--- config.mk ---
export PLATFORM = sky130hd
export DESIGN_NAME = alu_cc_unit
export DESIGN_NICKNAME = d
export VERILOG_FILES = /design/src/rtl/alu_cc_unit.sv
export SDC_FILE = /design/constraint.sdc
export NUM_CORES = 1
export LEC_CHECK = 0
export BUFFER_PORTS_ARGS = -buffer_cell sky130_fd_sc_hd__buf_4
export CAP_MARGIN = 20
export CORE_ASPECT_RATIO = 0.6
export CORE_UTILIZATION = 45
export CTS_CLUSTER_DIAMETER = 60
export CTS_CLUSTER_SIZE = 14
export DETAILED_ROUTE_END_ITERATION = 7
export PLACE_DENSITY = 0.68
export SLEW_MARGIN = 30
export SYNTH_ARGS = -nofsm -noshare
export SYNTH_HDL_FRONTEND = slang
export SYNTH_SLANG_ARGS = --single-unit
--- constraint.sdc ---
create_clock -name clk -period 6.2 [get_ports clk]
set_clock_uncertainty 0.1 [all_clocks]
set_input_delay 1.24 -clock clk [delete_from_list [all_inputs] [get_ports clk]]
set_output_delay 1.24 -clock clk [all_outputs]
set_load 0.02 [all_outputs]
--- src/rtl/alu_cc_unit.sv ---
module alu_cc_unit #(
  parameter int W = 32
) (
  input  logic         clk,
  input  logic         rst_n,
  input  logic [W-1:0] opnd_a,
  input  logic [W-1:0] opnd_b,
  input  logic [3:0]   alu_fn,
  input  logic         set_cc,
  input  logic [3:0]   jmp_fn,
  output logic [W-1:0] result,
  output logic         of_q,
  output logic         zf_q,
  output logic         sf_q,
  output logic         take_branch,
  output logic         alu_fn_bad,
  output logic         jmp_fn_bad
);

  localparam int MSB = W - 1;

  logic [W-1:0] sum, diff;
  logic         of_next;
  logic         lt;

  assign sum  = opnd_a + opnd_b;
  assign diff = opnd_b - opnd_a;

  assign alu_fn_bad = alu_fn > 4'd3;
  assign jmp_fn_bad = jmp_fn > 4'd6;

  always_comb begin
    result  = '0;
    of_next = 1'b0;
    case (alu_fn)
      4'd0: begin
        result  = sum;
        of_next = (opnd_a[MSB] == opnd_b[MSB]) && (sum[MSB] != opnd_a[MSB]);
      end
      4'd1: begin
        result  = diff;
        of_next = (opnd_a[MSB] != opnd_b[MSB]) && (diff[MSB] != opnd_b[MSB]);
      end
      4'd2: result = opnd_a & opnd_b;
      4'd3: result = opnd_a ^ opnd_b;
      default: result = '0;
    endcase
  end

  always_ff @(posedge clk or negedge rst_n) begin
    if (!rst_n) begin
      of_q <= 1'b0;
      zf_q <= 1'b1;
      sf_q <= 1'b0;
    end else if (set_cc && !alu_fn_bad) begin
      of_q <= of_next;
      zf_q <= (result == '0);
      sf_q <= result[MSB];
    end
  end

  assign lt = sf_q ^ of_q;

  always_comb begin
    case (jmp_fn)
      4'd0: take_branch = 1'b1;
      4'd1: take_branch = lt | zf_q;
      4'd2: take_branch = lt;
      4'd3: take_branch = zf_q;
      4'd4: take_branch = ~zf_q;
      4'd5: take_branch = ~lt;
      4'd6: take_branch = ~lt & ~zf_q;
      default: take_branch = 1'b0;
    endcase
  end

endmodule

==> out/results.tsv, run 1 <==
metric	value	unit
synthesized cell area	5340	um^2
pwr/cell area	125	nW/um^2
ANT cells	0	
RSZ-0062 raised after global routing	false	
Max VDD drop	0.0000647	V
routed vias/inst	6.95	
count leader, synth	nor2_1	
routed wire length per instance	23.2	um
top cells by area, synth	ha_1, a21oi_1, nor2_1	
TritonCTS clock tree	built	
Total GRT Usage	39.3	%
number of synthesized flops with an enable pin	0	
crit path DAT	4.74	ns
Final Net Count	1049	
initial antenna violation count	1	
post-detailed-placement half-perimeter wirelength	19.7	mm
synth-to-layout area growth	19.7	%
DP Cell Count	1063	
first-pass GRT wire length	36.5	mm
CP Data Required Time	4.86	ns
worst-path maximum fanout	12	
FP Rows	30	
# hold bufs at CTS	0	
Post-Syn Instances	822	
Die ar.	12300	um^2
WS Path Type	in -> out	
starting density of the core	46.7	%
Post-CTS Setup Bufs	0	
Synth area leader	ha_1	
# IOs	113	
min-delay worst type	reg -> reg	
post-cts resize count	0	
Leak Pwr	2.94	nW
Max Cap Viol	0	
commonest cells in the netlist	nor2_1, nand2_1, inv_1, a21oi_1, ha_1	
clk buf depth	2	
Tcrit/Tclk final	98.0	%
achievable frequency	165	MHz
GR Overflow Total	0	
core area	11400	um^2
clk sink count	3	
post-route non-filler standard cell count	1067	
Rel. slew slack	34.3	%
layout cells sized above 1	18.2	%
CP Launch Type	input pin	
final core utilization	55.9	%
Worst-Margin Slew	0.973	ns
DRT Wirelength	24.7	mm
CTS root buffer	clkbuf_16	
vias in the first global route	6433	
Yosys reg bits	3	
post-synthesis sequential area ratio	1.43	%
Num CTS Buffers	3	
Antenna Nets Post-Route	0	
initial DRC count	1123	
final hold violation count	0	
RD Place Congestion	1.05	
Synth Warn #	0	
Die H	86.4	um
Distinct cells, synth	82	
Max H-tree Level	1	
Setup crit end kind	output pin	
fin. max-slew vios	0	
pin count of the biggest net entering global routing	37	
Fin Setup TNS	0	ns
via count	7416	
die width	143	um
# DRC	0	
Clk Latency, worst-skew pair	0.23	ns
port buffer count	112	
status	finished clean	
post-synth top area share	15.0	%
asr flop ratio synth	100	%
minimum clock period	6.08	ns
Clock Pin Slew Worst Setup and Hold Paths	0.03	ns
Mean Syn Cell Area	6.50	um^2
endpoints failing setup	0	
Synth Flop Type	dfrtp_1	
Pre-antenna DRT Iters	5	
Post-Syn Nets	963	
## power by group
| group | total, mW | switching, mW | internal (mW) |
|---|---|---|---|
| clock network | 0.104 | 0.0193 | 0.0850 |
| registers | 0.0239 | 0.00225 | 0.0217 |
| logic | 0.668 | 0.422 | 0.246 |
| total | 0.796 | 0.444 | 0.352 |
## through the flow
stage,total power [mW],hold slack [ns],setup slack [ns],area (um^2)
3_5_place_dp,0.656,0.391,0.269,6320
4_1_cts,0.764,0.396,0.229,6390
3_3_place_gp,0.646,0.369,0.281,6320
5_1_grt,0.836,0.435,0.0107,6390
2_1_floorplan,0.433,0.403,0.978,5340
6_report,0.796,0.393,0.123,6390
## final timing paths
kind                            startpoint          to  slack (ns)  cells past startpoint
worst max-delay path             opnd_a[4]  result[25]        0.12                     13
worst min-delay path                  zf_q        zf_q        0.39                      2
worst max register to register        sf_q        sf_q        5.30                      1
worst min register to register        zf_q        zf_q        0.39                      2
max in group asynchronous            rst_n        zf_q        5.11                      1
min in group asynchronous            rst_n        sf_q        0.70                      1
## cell families after synthesis
group,share of synthesized area [%]
flip-flops,1.43
adder cells (fa/ha/maj),15.7
AND/OR/NAND/NOR,26.1
XOR/XNOR,1.48
AO/OA/AOI/OAI,41.7
buffers and inverters,9.20
multiplexers,4.33
## metal layers
layer	global-route usage [%]	share of wire, %	up-vias	wire length (um)
met3	18.2	20	72	4840
li1	-	-	3272	-
met4	9.09	2.6	2	644
met1	57.2	43	3408	10600
met2	50.3	35	662	8640
met5	0	0.053	-	13
## critical path, cell delays in order
cell	delay, ns
buf_4	0.09
inv_1	0.03
ha_1	0.48
and2b_1	0.27
nor3_1	0.24
a211o_1	0.29
nand3_2	0.16
a2111oi_1	0.67
or3_1	0.36
o31ai_1	0.14
a221o_1	0.33
or2_2	0.27
buf_4	0.16
## registers in the layout (all words and copies together) (netlist names)
name / flops
zf_q: 1
sf_q: 1
of_q: 1
## cell type report
cell class / instances / area (um^2)
fill: 1128 / 5050
multi-input combinational: 695 / 4780
timing repair buffer: 130 / 976
inverter: 75 / 282
tap: 160 / 200
clock buffer: 4 / 78.8
sequential: 3 / 76.3
## cells in the final DEF, fill, tap and decap left out, drive strengths merged, types with 18 or more instances in the layout
master and instances:
buf 130, nor2 83, nand2 77, inv 75, a21oi 64, ha 64, o21ai 50, nor3 23
a211oi 20, a21o 19, nand3 18
Power figures use the tool's default switching activity.
==> inputs of run 2 (changes only) <==
ABC_AREA = 1   (was not set)
PLACE_DENSITY = 0.66   (was 0.68)
==> out/results.tsv, run 2 <==
metric	value	unit	change
Fin Setup TNS	0	ns	unchanged
via count	8252		+11%
clk sink count	3		unchanged
Worst-Margin Slew	0.994	ns	+0.0218 ns
core area	14000	um^2	+22%
minimum clock period	4.88	ns	-1.20 ns
Post-Synth Adder-Cell Area	12.8	%	-2.9 points
Simple-Gate Fraction of Synth Area	54.2	%	+28 points
largest family of logic cells by synthesized area	simple AND/OR/NAND/NOR gates		
post-synth top area share	23.2	%	+8.2 points
Pre-antenna DRT Iters	8		+3
RD Place Congestion	1.05		-0.20%
initial DRC count	1066		-5.1%
Critical R2R Launch	zf_q		
top cells by area, synth	nand2_1, inv_1, ha_1		
Yosys reg bits	3		unchanged
synthesized cell area	6570	um^2	+23%
TritonCTS clock tree	built		
# IOs	113		unchanged
endpoints failing setup	0		unchanged
DRT Wirelength	25.3	mm	+2.2%
Clk Latency, worst-skew pair	0.23	ns	about the same
post-synthesis sequential area ratio	1.16	%	-0.27 points
pwr/cell area	109	nW/um^2	-12%
top flop regs	of_q: 1 flops, sf_q: 1 flops, zf_q: 1 flops		
Max Cap Viol	0		unchanged
Mean Syn Cell Area	5.11	um^2	-21%
Hold Crit Start	zf_q		
Antenna Nets Post-Route	0		unchanged
r2r setup slk	5.38	ns	+0.08 ns
commonest cells after routing, fill and taps aside	nand2_1, inv_1, nand3_1		
CTS root buffer	clkbuf_16		
achievable frequency	205	MHz	+25%
Max H-tree Level	1		unchanged
Total GRT Usage	33.9	%	-5.4 points
Post-Syn Instances	1284		+56%
post-synthesis mux area share	0	%	-4.3 points
min-delay worst type	reg -> reg		
Leak Pwr	4.48	nW	+52%
Distinct cells, synth	45		-45%
Rel. slew slack	33.6	%	-0.70 points
crit path DAT	3.54	ns	-1.20 ns
CP Launch Type	input pin		
Die ar.	15100	um^2	+22%
final hold violation count	0		unchanged
Hold Path Sink	zf_q		
WS Path Type	in -> out		
CP Data Required Time	4.86	ns	about the same
Synth area leader	nand2_1		
status	finished clean		
first-pass GRT wire length	38.9	mm	+6.7%
FP Rows	33		+10%
synth-to-layout area growth	13.0	%	
routed vias/inst	5.30		-24%
Post-CTS Setup Bufs	0		unchanged
starting density of the core	47.1	%	+0.37 points
GR Overflow Total	0		unchanged
RSZ-0062 raised after global routing	false		
CP startpoint	opnd_a[8]		
pin count of the biggest net entering global routing	28		-24%
# DRC	0		unchanged
Clock Pin Slew Worst Setup and Hold Paths	0.03	ns	about the same
count leader, synth	nand2_1		
Final Net Count	1506		+44%
met3 Use GR	9.41	%	-8.8 points
# hold bufs at CTS	0		unchanged
RR Endpoint	zf_q		
Synth Warn #	0		unchanged
Hold Path Depth	2		unchanged
post-cts resize count	0		unchanged
commonest cells in the netlist	nand2_1, inv_1, nand3_1, nor2_1, ha_1		
die width	158	um	+11%
Setup crit end kind	output pin		
Synth Flop Type	dfrtp_1		
commonest non-fill, non-tap cell in the layout	nand2_1		
met2 Use GR	44.9	%	-5.4 points
gr busiest metal	met1		
clk buf depth	2		unchanged
asr flop ratio synth	100	%	unchanged
worst-case reg-to-reg path depth	2		+1
layout cells sized above 1	17.2	%	-1.0 points
Max VDD drop	0.000115	V	+78%
WHS	0.390	ns	-0.00306 ns
Die H	95.6	um	+11%
ANT cells	0		unchanged
routed wire length per instance	16.2	um	-30%
GR met1 Demand/Resource	53.1	%	-4.1 points
worst-path maximum fanout	9		-3
number of synthesized flops with an enable pin	0		unchanged
fin. max-slew vios	0		unchanged
Compound-Gate Fraction of Synth Area	9.78	%	-32 points
Post-Synth XOR/XNOR Area	0.400	%	-1.1 points
port buffer count	112		unchanged
post-detailed-placement half-perimeter wirelength	21.4	mm	+8.5%
vias in the first global route	7200		+12%
Post-Syn Nets	1425		+48%
Num CTS Buffers	3		unchanged
initial antenna violation count	0		-1
Tcrit/Tclk final	78.7	%	-19 points
## run 2: cell count changes after synthesis, sizes merged, moves of 20 or more
cell and change:
a211oi -20, buf +21, clkbuf -30, inv +210, nand2 +363, nand3 +137
nor2 +50, o21ai -27
## run 2: through the flow
step	cells	power, mW	setup WS, ns	area (um^2)	util (%)
floorplan	1284	0.498	2.01	6570	-
global placement	1552	0.681	1.43	7340	52.6
detailed placement	1552	0.682	1.42	7340	52.6
CTS	1556	0.789	1.40	7420	53.2
global route	1556	0.879	1.12	7420	53.2
finish	1556	0.812	1.32	7420	53.2
## run 2: layout make-up
cell class | count | area (um^2)
fillers | 1567 | 6540
multi-input cells | 955 | 5070
inverters | 286 | 1080
repair buffers | 116 | 871
well taps | 192 | 240
clock buffers | 4 | 78.8
flip-flops and latches | 3 | 76.3
## run 2: how the worst max path moves through the flow
| stage | to | slack (ns) |
|---|---|---|
| 2_1_floorplan | result[26] | 2.01 |
| 3_3_place_gp | result[27] | 1.43 |
| 3_5_place_dp | result[26] | 1.42 |
| 4_1_cts | result[26] | 1.40 |
| 5_1_grt | result[27] | 1.12 |
| 6_report | result[27] | 1.32 |
## run 2: worst max-delay path, stage by stage
cell	delay, ns
buf_4	0.09
inv_1	0.03
ha_1	0.61
inv_2	0.09
nand2_1	0.08
nand2_1	0.17
nand2_2	0.11
nand2_2	0.09
inv_1	0.09
nand3_2	0.11
nand3_1	0.11
nand3_1	0.09
nand3_1	0.13
nand2_1	0.12
nor2_1	0.14
inv_1	0.06
buf_4	0.15
## run 2: kinds of logic (layout without fill, tap and decap cells)
family | Yosys count | count (layout)
AND/OR/NAND/NOR | 779 | 779
buffers and inverters | 326 | 406
AO/OA/AOI/OAI | 107 | 107
adder cells (fa/ha/maj) | 66 | 66
XOR/XNOR | 3 | 3
flip-flops | 3 | 3
## run 2: per-layer routing
layer	vias up	part of all wire, %
met3	15	15
met5	-	0
met2	510	35
met1	3617	49
met4	0	0.66
li1	4110	-
## run 2: power by group
part	switching, mW	leakage [nW]	total [mW]	internal (mW)
clock	0.0196	0.0382	0.105	0.0850
combinational	0.459	4.40	0.684	0.225
sequential	0.00203	0.0358	0.0241	0.0221
total	0.481	4.48	0.812	0.332
